===== config.mk =====
export PLATFORM = sky130hd
export DESIGN_NAME = masked_dualrail_gate
export DESIGN_NICKNAME = d
export VERILOG_FILES = /design/src/rtl/mdr_pkg.sv /design/src/rtl/mdr_completion.sv /design/src/rtl/mdr_gate_latch.sv /design/src/rtl/mdr_majority.sv /design/src/rtl/masked_dualrail_gate.sv
export SDC_FILE = /design/constraint.sdc
export NUM_CORES = 1
export LEC_CHECK = 0
export ABC_AREA = 1
export BUFFER_PORTS_ARGS = -buffer_cell sky130_fd_sc_hd__buf_2
export CORE_MARGIN = 3
export CORE_UTILIZATION = 57
export CTS_BUF_LIST = sky130_fd_sc_hd__clkbuf_8
export DETAILED_ROUTE_END_ITERATION = 8
export PLACE_DENSITY_LB_ADDON = 0.2
export RECOVER_POWER = 25
export SLEW_MARGIN = 20
export SYNTH_ARGS = -nofsm -noshare
export SYNTH_HDL_FRONTEND = slang
export SYNTH_SLANG_ARGS = --single-unit

===== constraint.sdc =====
create_clock -name clk -period 1.9 [get_ports clk]
set_input_delay 0 -clock clk [delete_from_list [all_inputs] [get_ports clk]]
set_output_delay 0 -clock clk [all_outputs]
set_load 0.01 [all_outputs]

===== src/rtl/mdr_pkg.sv =====
package mdr_pkg;

    typedef struct packed {
        logic t;
        logic f;
    } rail_t;

    typedef struct packed {
        rail_t opa;
        rail_t opb;
        rail_t msk;
    } lane_rails_t;

    localparam int unsigned PAIRS = 3;

    function automatic logic rail_live(input rail_t r);
        return r.t | r.f;
    endfunction

    function automatic logic maj3(input logic x, input logic y, input logic z);
        return (x & y) | (x & z) | (y & z);
    endfunction

endpackage


===== src/rtl/mdr_completion.sv =====
module mdr_completion
    import mdr_pkg::*;
(
    input  lane_rails_t rails,
    output logic        hold_pre
);
    logic [PAIRS-1:0] live;

    always_comb begin
        live[0] = rail_live(rails.opa);
        live[1] = rail_live(rails.opb);
        live[2] = rail_live(rails.msk);
        hold_pre = ~(&live);
    end
endmodule


===== src/rtl/mdr_gate_latch.sv =====
module mdr_gate_latch
    import mdr_pkg::*;
(
    input  logic        clk,
    input  logic        rst,
    input  logic        hold_pre,
    input  lane_rails_t rails_in,
    output lane_rails_t rails_held
);
    logic armed;

    // The latch bank is empty exactly when nothing has been captured yet.
    always_comb armed = rail_live(rails_held.msk);

    always_ff @(posedge clk) begin
        if (rst || hold_pre) begin
            rails_held <= '0;
        end else if (!armed) begin
            rails_held <= rails_in;
        end
    end
endmodule


===== src/rtl/mdr_majority.sv =====
module mdr_majority
    import mdr_pkg::*;
#(
    parameter bit OR_FORM = 1'b0
) (
    input  lane_rails_t held,
    output logic        q_t,
    output logic        q_f
);
    logic k_t;
    logic k_f;

    generate
        if (OR_FORM) begin : g_swap
            always_comb begin
                k_t = held.msk.f;
                k_f = held.msk.t;
            end
        end else begin : g_keep
            always_comb begin
                k_t = held.msk.t;
                k_f = held.msk.f;
            end
        end
    endgenerate

    always_comb begin
        q_t = maj3(held.opa.t, held.opb.t, k_t);
        q_f = maj3(held.opa.f, held.opb.f, k_f);
    end
endmodule


===== src/rtl/masked_dualrail_gate.sv =====
module masked_dualrail_gate
    import mdr_pkg::*;
#(
    parameter int unsigned LANES   = 4,
    parameter bit          OR_FORM = 1'b0
) (
    input  logic             clk,
    input  logic             rst,
    input  logic [LANES-1:0] am,
    input  logic [LANES-1:0] am_n,
    input  logic [LANES-1:0] bm,
    input  logic [LANES-1:0] bm_n,
    input  logic [LANES-1:0] m,
    input  logic [LANES-1:0] m_n,
    output logic [LANES-1:0] qm,
    output logic [LANES-1:0] qm_n
);
    for (genvar i = 0; i < LANES; i++) begin : g_lane
        lane_rails_t in_r;
        lane_rails_t held_r;
        logic        pre;

        always_comb begin
            in_r.opa = '{t: am[i], f: am_n[i]};
            in_r.opb = '{t: bm[i], f: bm_n[i]};
            in_r.msk = '{t: m[i],  f: m_n[i]};
        end

        mdr_completion u_det (
            .rails    (in_r),
            .hold_pre (pre)
        );

        mdr_gate_latch u_lat (
            .clk        (clk),
            .rst        (rst),
            .hold_pre   (pre),
            .rails_in   (in_r),
            .rails_held (held_r)
        );

        mdr_majority #(.OR_FORM(OR_FORM)) u_maj (
            .held (held_r),
            .q_t  (qm[i]),
            .q_f  (qm_n[i])
        );
    end
endmodule


* Yosys cells after proc, flatten, opt, wreduce, memory -nomap -nowiden *
Cells that the tools add are included.

cells by class
  $add $sub $neg = 0
  $mul = 0
  divide/modulo/power cells = 0
  order comparisons = 0
  eq/ne operators = 0
  shift operators = 0
  multiplexer cells = 0
  bitwise logic cells = 60
  reductions and logical operators = 8

operators with widths
  cell                 number
  bitwise OR 1 bit     32
  AND 1 bit            24
  AND reduction 3 bit  4
  logical OR 1 bit     4
  inverter 1 bit       4

storage, ports and cells
  bits in registers = 24
  latch bits = 0
  bits in writable memories = 0
  ROM bits = 0
  input bits = 26
  output and inout port bits = 8
  logic and storage cells = 92
  memories kept = 0

* Logic depth before layout (Yosys ltp) *
Gate-level depths: netlist of run 1.

  depth in word-level cells = 4
  mapped depth = 5
  gate-level depth less buffers = 5

* Modules after synthesis *
Synthesis of run 1 repeated with hierarchy kept, for this count alone.

second synthesis, totals
  cell total of the unflattened synthesis = 212
  area, all modules = 1311.3 um2

modules (own cells, without submodules)
  module          instances  cells an instance  area an instance (um2)  seq. area each (um2)
  mdr_gate_latch  4          35                 246.5                   120.1
  mdr_majority    4          8                  42.5                    0.0
  mdr_completion  4          10                 38.8                    0.0

* Least setup slack after synthesis of run 1 *
OpenSTA, ideal clock, no wires.

  path type = reg-to-reg
  from = register g_lane[3].u_lat.rails_held[1] in the netlist's numbering
  to = register g_lane[3].u_lat.rails_held[2] in the netlist's numbering
  setup time = 115 ps
  data arrival time = 646 ps
  data required time = 1785 ps
  setup slack = 1140 ps
  cell stages (with the launch flop) = 5
  buffers on the path = 0
  cell sequence = dfxtp_1 nor2_2 nor2_1 nor2_1 nor2_1

on the way
  word-level cells in the longest chain between the ends = 1

ends and longest elaborated chain
  what                      line                  RTL
  start: declaration        mdr_gate_latch.sv:8   output lane_rails_t rails_held
  start signal: assignment  mdr_gate_latch.sv:19  rails_held <= rails_in;
  bitwise OR 1 bit          mdr_pkg.sv:17         return r.t | r.f;

Every way passes these cells.
A chain may end at the register's enable or synchronous reset.

* Worst setup path in the final report of run 1 *
  from = register g_lane[0].u_lat.rails_held[0] in the netlist's numbering
  to = output qm_n[0]

on the way
  word-level cells in the longest chain between the ends = 3

ends and longest elaborated chain
  what                      line                        RTL
  start: declaration        mdr_gate_latch.sv:8
  start signal: assignment  mdr_gate_latch.sv:19
  AND 1 bit                 mdr_pkg.sv:21               return (x & y) | (x & z) | (y & z);
  bitwise OR 1 bit          mdr_pkg.sv:21
  bitwise OR 1 bit (*)      mdr_pkg.sv:21
  end: declaration          masked_dualrail_gate.sv:16  output logic [LANES-1:0] qm_n

Every way passes the cells marked *; elsewhere a longest branch is shown, timed or not.

==> impl_metrics.toml, run 1 <==
[cells_and_area]
n_antenna_cell = 0
fillers = 184
multi_input_area_um2 = 541
seq_area_um2 = 480
largest_register_ffs = 24
top_regs = "g_lane.u_lat.rails_held (24)"
drive_above_1_share = 0.214
area_delta_synth_final_pct = 15.8
layout.nets = 256
top_register = "g_lane.u_lat.rails_held"

[power_and_ir_drop]
vdd_ir_drop_max_mv = 0.827
p_per_area_mw_per_mm2 = 728
total_power_mw = 1.04
p_leak_nw = 0.706

[grt]
grt_max_degree = 14
grt_use_total = 0.192
grt_first_pass_wirelength_um = 4020
antenna_found_initial = 0
first_global_vias = 1066
overflow = 0

[routing]
via_per_inst = 4.59
drtPass1Iterations = 4
post_drt_wl_per_cell_um = 9.08
totalWireLength_um = 2330
ant_nets = 0
drt-initial-drc-count = 21
vias = 1174
drcViolationCount = 0

[floorplan]
fp.dieH_um = 52.5
start_util = 0.615
rows = 16
coreArea_mm2 = 0.00200
dieArea_mm2 = 0.00275
die_x_um = 52.5
top_level_ports = 34

[timing]
hold_viol = 0
drv_slew = 0
finalSetupViolations = 0
min_period_over_period = 0.583
period_minus_slack_ps = 1110
clock_skew_ps = 1.31
fin_ws_ps = 792
rsz0062_at_grt = "false"
max-slew-margin-rel = 0.866
max_freq_mhz = 902
fin_setup_tns_ps = 0
tightest_slew_ps = 198

[logic_synthesis]
ys_seq_area_frac = 0.390
synth_cell_type_count = 9
synth_area_mm2 = 0.00123
synth_area_per_cell_um2 = 6.16
ys_seq_elements = 24
ys.warnings.count = 0
syn_inst = 200
synth_nets = 226

[clock_network]
cts_inserted_buffers = 3
cts_setup_buffers = 0
cts_tree = "done"
cts_max_path_buffers = 2
cts.htree.levels = 1
path_clk_slew_ps = 80
cts-root-buf = "clkbuf_8"
cts_hold_buffers = 0
cts_num_sinks = 24
post_cts_resize_count = 0
clk_latency_ps = 250

[critical_path]
crit_required_ps = 1900
worst-setup-path-type = "reg2out"
r2r-end = "g_lane[3].u_lat.rails_held[4]"
rrSetupSlack_ps = 1020
cp-start-kind = "flip-flop"
r2r_start = "g_lane[3].u_lat.rails_held[0]"
reg2regPathDepth = 5
crit_path_max_fanout = 4
end_kind = "output pin"
worst_ep_arrival_time_ps = 1110

[placement]
portBuffers = 33
pre_cts_slack_ps = 1050
finalWeightedCongestion = 0.850
dp_hpwl_um = 1910

[worst_hold_path]
hold_path_end = "g_lane[0].u_lat.rails_held[1]"
hold_start = "m[0]"
min_path_type = "in2reg"
hold_depth = 3

[status]
status = "completed"

[job]
cap_viol_max_count = 0
metrics by stage:
step | hold slack [ps] | area (um2) | util | cells
finish | 9.30 | 1430 | 0.712 | 256
global route | 35.0 | 1430 | 0.712 | 256
CTS | 3.81 | 1430 | 0.712 | 256
detailed placement | 273 | 1370 | 0.684 | 252
global placement | 265 | 1370 | 0.684 | 252
floorplan | 160 | 1230 | - | 200
metal layers:
layer	track usage	vias to the layer above	share of wire
met5	0	-	0
met4	0.0383	0	0.0030
met3	0.0427	2	0.050
met2	0.351	20	0.49
met1	0.227	516	0.45
li1	-	636	-
cell families (layout without fill, tap and decap cells):
logic type             count (synthesis)  count (layout)  share of synthesized area
and+or+nand+nor                      104             104                      0.341
buffers and inverters                 48              77                      0.171
DFF                                   24              24                      0.390
AOI/OAI and AO/OA                     24              24                     0.0976
Yosys cell counts:
cell     number  area share
nand2_2       8       0.041
dfxtp_1      24        0.39
nor2_2        4       0.020
inv_2         8       0.024
o21ai_0      16       0.065
a21oi_1       8       0.033
nor2_1       92        0.28
buf_4         8       0.049
inv_1        32       0.098
how the worst max path moves through the flow:
stage,from,to,slack (ps),cells past startpoint
after floorplan,g_lane[3].u_lat.rails_held[1],g_lane[3].u_lat.rails_held[2],1140,4
after global placement,g_lane[1].u_lat.rails_held[0],g_lane[1].u_lat.rails_held[5],1070,5
after detailed placement,g_lane[3].u_lat.rails_held[0],g_lane[3].u_lat.rails_held[4],1050,5
after CTS,g_lane[0].u_lat.rails_held[0],qm_n[0],810,3
after global routing,g_lane[0].u_lat.rails_held[0],qm_n[0],720,3
final,g_lane[0].u_lat.rails_held[0],qm_n[0],790,3
placed cells by master (no fill, tap or decap):
master / count
a21oi_1: 8
buf_2: 33
clkbuf_8: 4
dfxtp_1: 24
inv_1: 40
nand2_2: 8
nor2_1: 92
nor2_2: 4
o21ai_0: 16
power breakdown:
group          internal (mW)  total [mW]  switching, mW  leakage, nW
clock network          0.184       0.325          0.141       0.0288
registers              0.529       0.546         0.0174        0.196
logic                 0.0672       0.166         0.0987        0.481
total                  0.780        1.04          0.257        0.706
area by class of cell:
cell class	instances	share of cell area
Tap cell	27	0.0237
Sequential cell	24	0.337
Multi-Input combinational cell	128	0.379
Clock buffer	4	0.0386
Inverter	40	0.105
Timing Repair Buffer	33	0.116
worst max-delay path: stages (launching register included):
cell	delay [ps]
dfxtp_1	390
inv_1	100
o21ai_0	200
buf_2	170
Note: power is estimated with default switching activity, not from simulation.
==> run 2, diff against run 1 <==
--- a/config.mk
+++ b/config.mk
@@ -5,10 +5,10 @@
 export SDC_FILE = /design/constraint.sdc
 export NUM_CORES = 1
 export LEC_CHECK = 0
-export ABC_AREA = 1
+export ABC_AREA = 0
 export BUFFER_PORTS_ARGS = -buffer_cell sky130_fd_sc_hd__buf_2
 export CORE_MARGIN = 3
-export CORE_UTILIZATION = 57
+export CORE_UTILIZATION = 53
 export CTS_BUF_LIST = sky130_fd_sc_hd__clkbuf_8
 export DETAILED_ROUTE_END_ITERATION = 8
 export PLACE_DENSITY_LB_ADDON = 0.2
==> constraint.sdc (replaced) <==
create_clock -name clk -period 1.1 [get_ports clk]
set_input_delay 0 -clock clk [delete_from_list [all_inputs] [get_ports clk]]
set_output_delay 0 -clock clk [all_outputs]
set_load 0.01 [all_outputs]
==> impl_metrics.toml, run 2 <==
[cells_and_area]
fillers = 150
top_regs = "g_lane.u_lat.rails_held (24)"
largest_register_ffs = 24
drive_above_1_share = 0.410
area_delta_synth_final_pct = 22.6
top_register = "g_lane.u_lat.rails_held"
layout.nets = 188
n_antenna_cell = 0
layout_commonest_cell = "buf_2"
final_core_util = 0.726
layout_common_cells = "31 x buf_2, 20 x a211oi_1, 16 x or3b_1, 16 x o21ai_0, 16 x dfxtp_1"

[timing]
drv_slew = 0
max-slew-margin-rel = 0.590
clock_skew_ps = 1.53
min_period_over_period = 0.968
fin_setup_tns_ps = 0
period_minus_slack_ps = 1060
rsz0062_at_grt = "true"
max_freq_mhz = 940
finalSetupViolations = 0
fin_ws_ps = 35.7
tightest_slew_ps = 615
hold_viol = 0

[critical_path]
worst-setup-path-type = "reg2out"
worst_ep_arrival_time_ps = 1060
crit_path_max_fanout = 7
cp-start-kind = "flip-flop"
crit_required_ps = 1100
end_kind = "output pin"

[routing]
totalWireLength_um = 2660
drcViolationCount = 0
via_per_inst = 5.61
post_drt_wl_per_cell_um = 14.2
drt-initial-drc-count = 14
vias = 1055
ant_nets = 0
drtPass1Iterations = 4

[clock_network]
path_clk_slew_ps = 80
cts_inserted_buffers = 3
cts_max_path_buffers = 2
cts-root-buf = "clkbuf_8"
clk_latency_ps = 260
cts_num_sinks = 24
cts_tree = "done"
cts.htree.levels = 1

[logic_synthesis]
synth_edf_count = 0
synth_area_mm2 = 0.00122
ys.warnings.count = 0
syn_inst = 128
ys_seq_area_frac = 0.393
ys_seq_elements = 24
yosys.area.top_type = "dfxtp_1"
synth_nets = 154
netlist_top_cells_area = "dfxtp_1 39%, a211oi_1 15%, or3b_1 11%, maj3_1 6.6%, o21ai_0 6.6%"
netlist_top_cells_count = "24 x a211oi_1, 24 x dfxtp_1, 16 x o21ai_0, 16 x or3b_1"
synth_cell_type_count = 12
synthFlopType = "dfxtp_1"
async_flop_share = 0
synth_top_area_share = 0.393
synth_area_per_cell_um2 = 9.54

[floorplan]
rows = 16
fp.dieH_um = 54
dieArea_mm2 = 0.00292
top_level_ports = 34
die_x_um = 54
coreArea_mm2 = 0.00206
start_util = 0.592

[grt]
antenna_found_initial = 0
first_global_vias = 1054
grt_use_total = 0.198
overflow = 0
grt_first_pass_wirelength_um = 4260
grt_max_degree = 14

[job]
cap_viol_max_count = 0

[placement]
pre_cts_slack_ps = 1.69
portBuffers = 33
dp_hpwl_um = 1800
finalWeightedCongestion = 0.780

[power_and_ir_drop]
p_per_area_mw_per_mm2 = 1210
p_leak_nw = 0.610
vdd_ir_drop_max_mv = 0.632
total_power_mw = 1.81

[worst_hold_path]
min_path_type = "in2reg"

[status]
status = "completed"
[run 2: cell count changes in the layout (fill, tap and decap cells not counted), moves of 16 or more]
cell and change:
a211oi_1 +20, inv_1 -32, nor2_1 -92, or3b_1 +16
[run 2: routing by layer]
layer	routed length [um]	vias to the layer above	global-route usage
met1	1150	493	0.234
met4	7	0	0.0581
li1	-	538	-
met2	1390	22	0.361
met3	110	2	0.0332
met5	0	-	0
[run 2: worst paths after layout]
| path | startpoint | cells past startpoint | endpoint | slack (ps) |
|---|---|---|---|---|
| worst max-delay path | g_lane[0].u_lat.rails_held[1] | 2 | qm[0] | 40 |
| worst min-delay path | m_n[0] | 3 | g_lane[0].u_lat.rails_held[0] | 5 |
| worst min register to register | g_lane[1].u_lat.rails_held[4] | 2 | g_lane[1].u_lat.rails_held[4] | 500 |
| worst max register to register | g_lane[0].u_lat.rails_held[1] | 2 | g_lane[0].u_lat.rails_held[2] | 40 |
[run 2: logic make-up after synthesis]
family,share of synthesized area
AO/OA/AOI/OAI,0.258
buffers and inverters,0.127
AND/OR/NAND/NOR,0.156
flip-flops,0.393
adder cells (fa/ha/maj),0.0656
[run 2: power by group]
group | switching (mW) | internal (mW)
clock | 0.268 | 0.319
combinational | 0.136 | 0.141
sequential | 0.0419 | 0.906
[run 2: timing repair]
action	in CTS	in global routing
hold buffers	1	0
pin swaps	0	3
resized for setup	25	9
setup endpoints to repair	9	11
hold endpoints to repair	1	0
setup buffers	10	1
[run 2: area by class of cell]
cell class / count / area, um2 / area share
Tap cell: 27 / 33.8 / 0.0226
Sequential cell: 24 / 510 / 0.341
Timing Repair Buffer: 45 / 253 / 0.169
Inverter: 8 / 30.0 / 0.0201
Multi-Input combinational cell: 80 / 616 / 0.411
Clock buffer: 4 / 55.1 / 0.0368
[run 2: through the flow]
stage | cell area [um2] | cells | hold WS [ps]
floorplan | 1220 | 128 | 161
global placement | 1290 | 172 | 281
detailed placement | 1290 | 172 | 288
CTS | 1460 | 187 | 2.03
global route | 1500 | 188 | 19.4
finish | 1500 | 188 | 5.28
[run 2: worst max-delay path, stage by stage (launching register included)]
cell and delay (ps):
dfxtp_4 370, maj3_2 300, buf_2 140
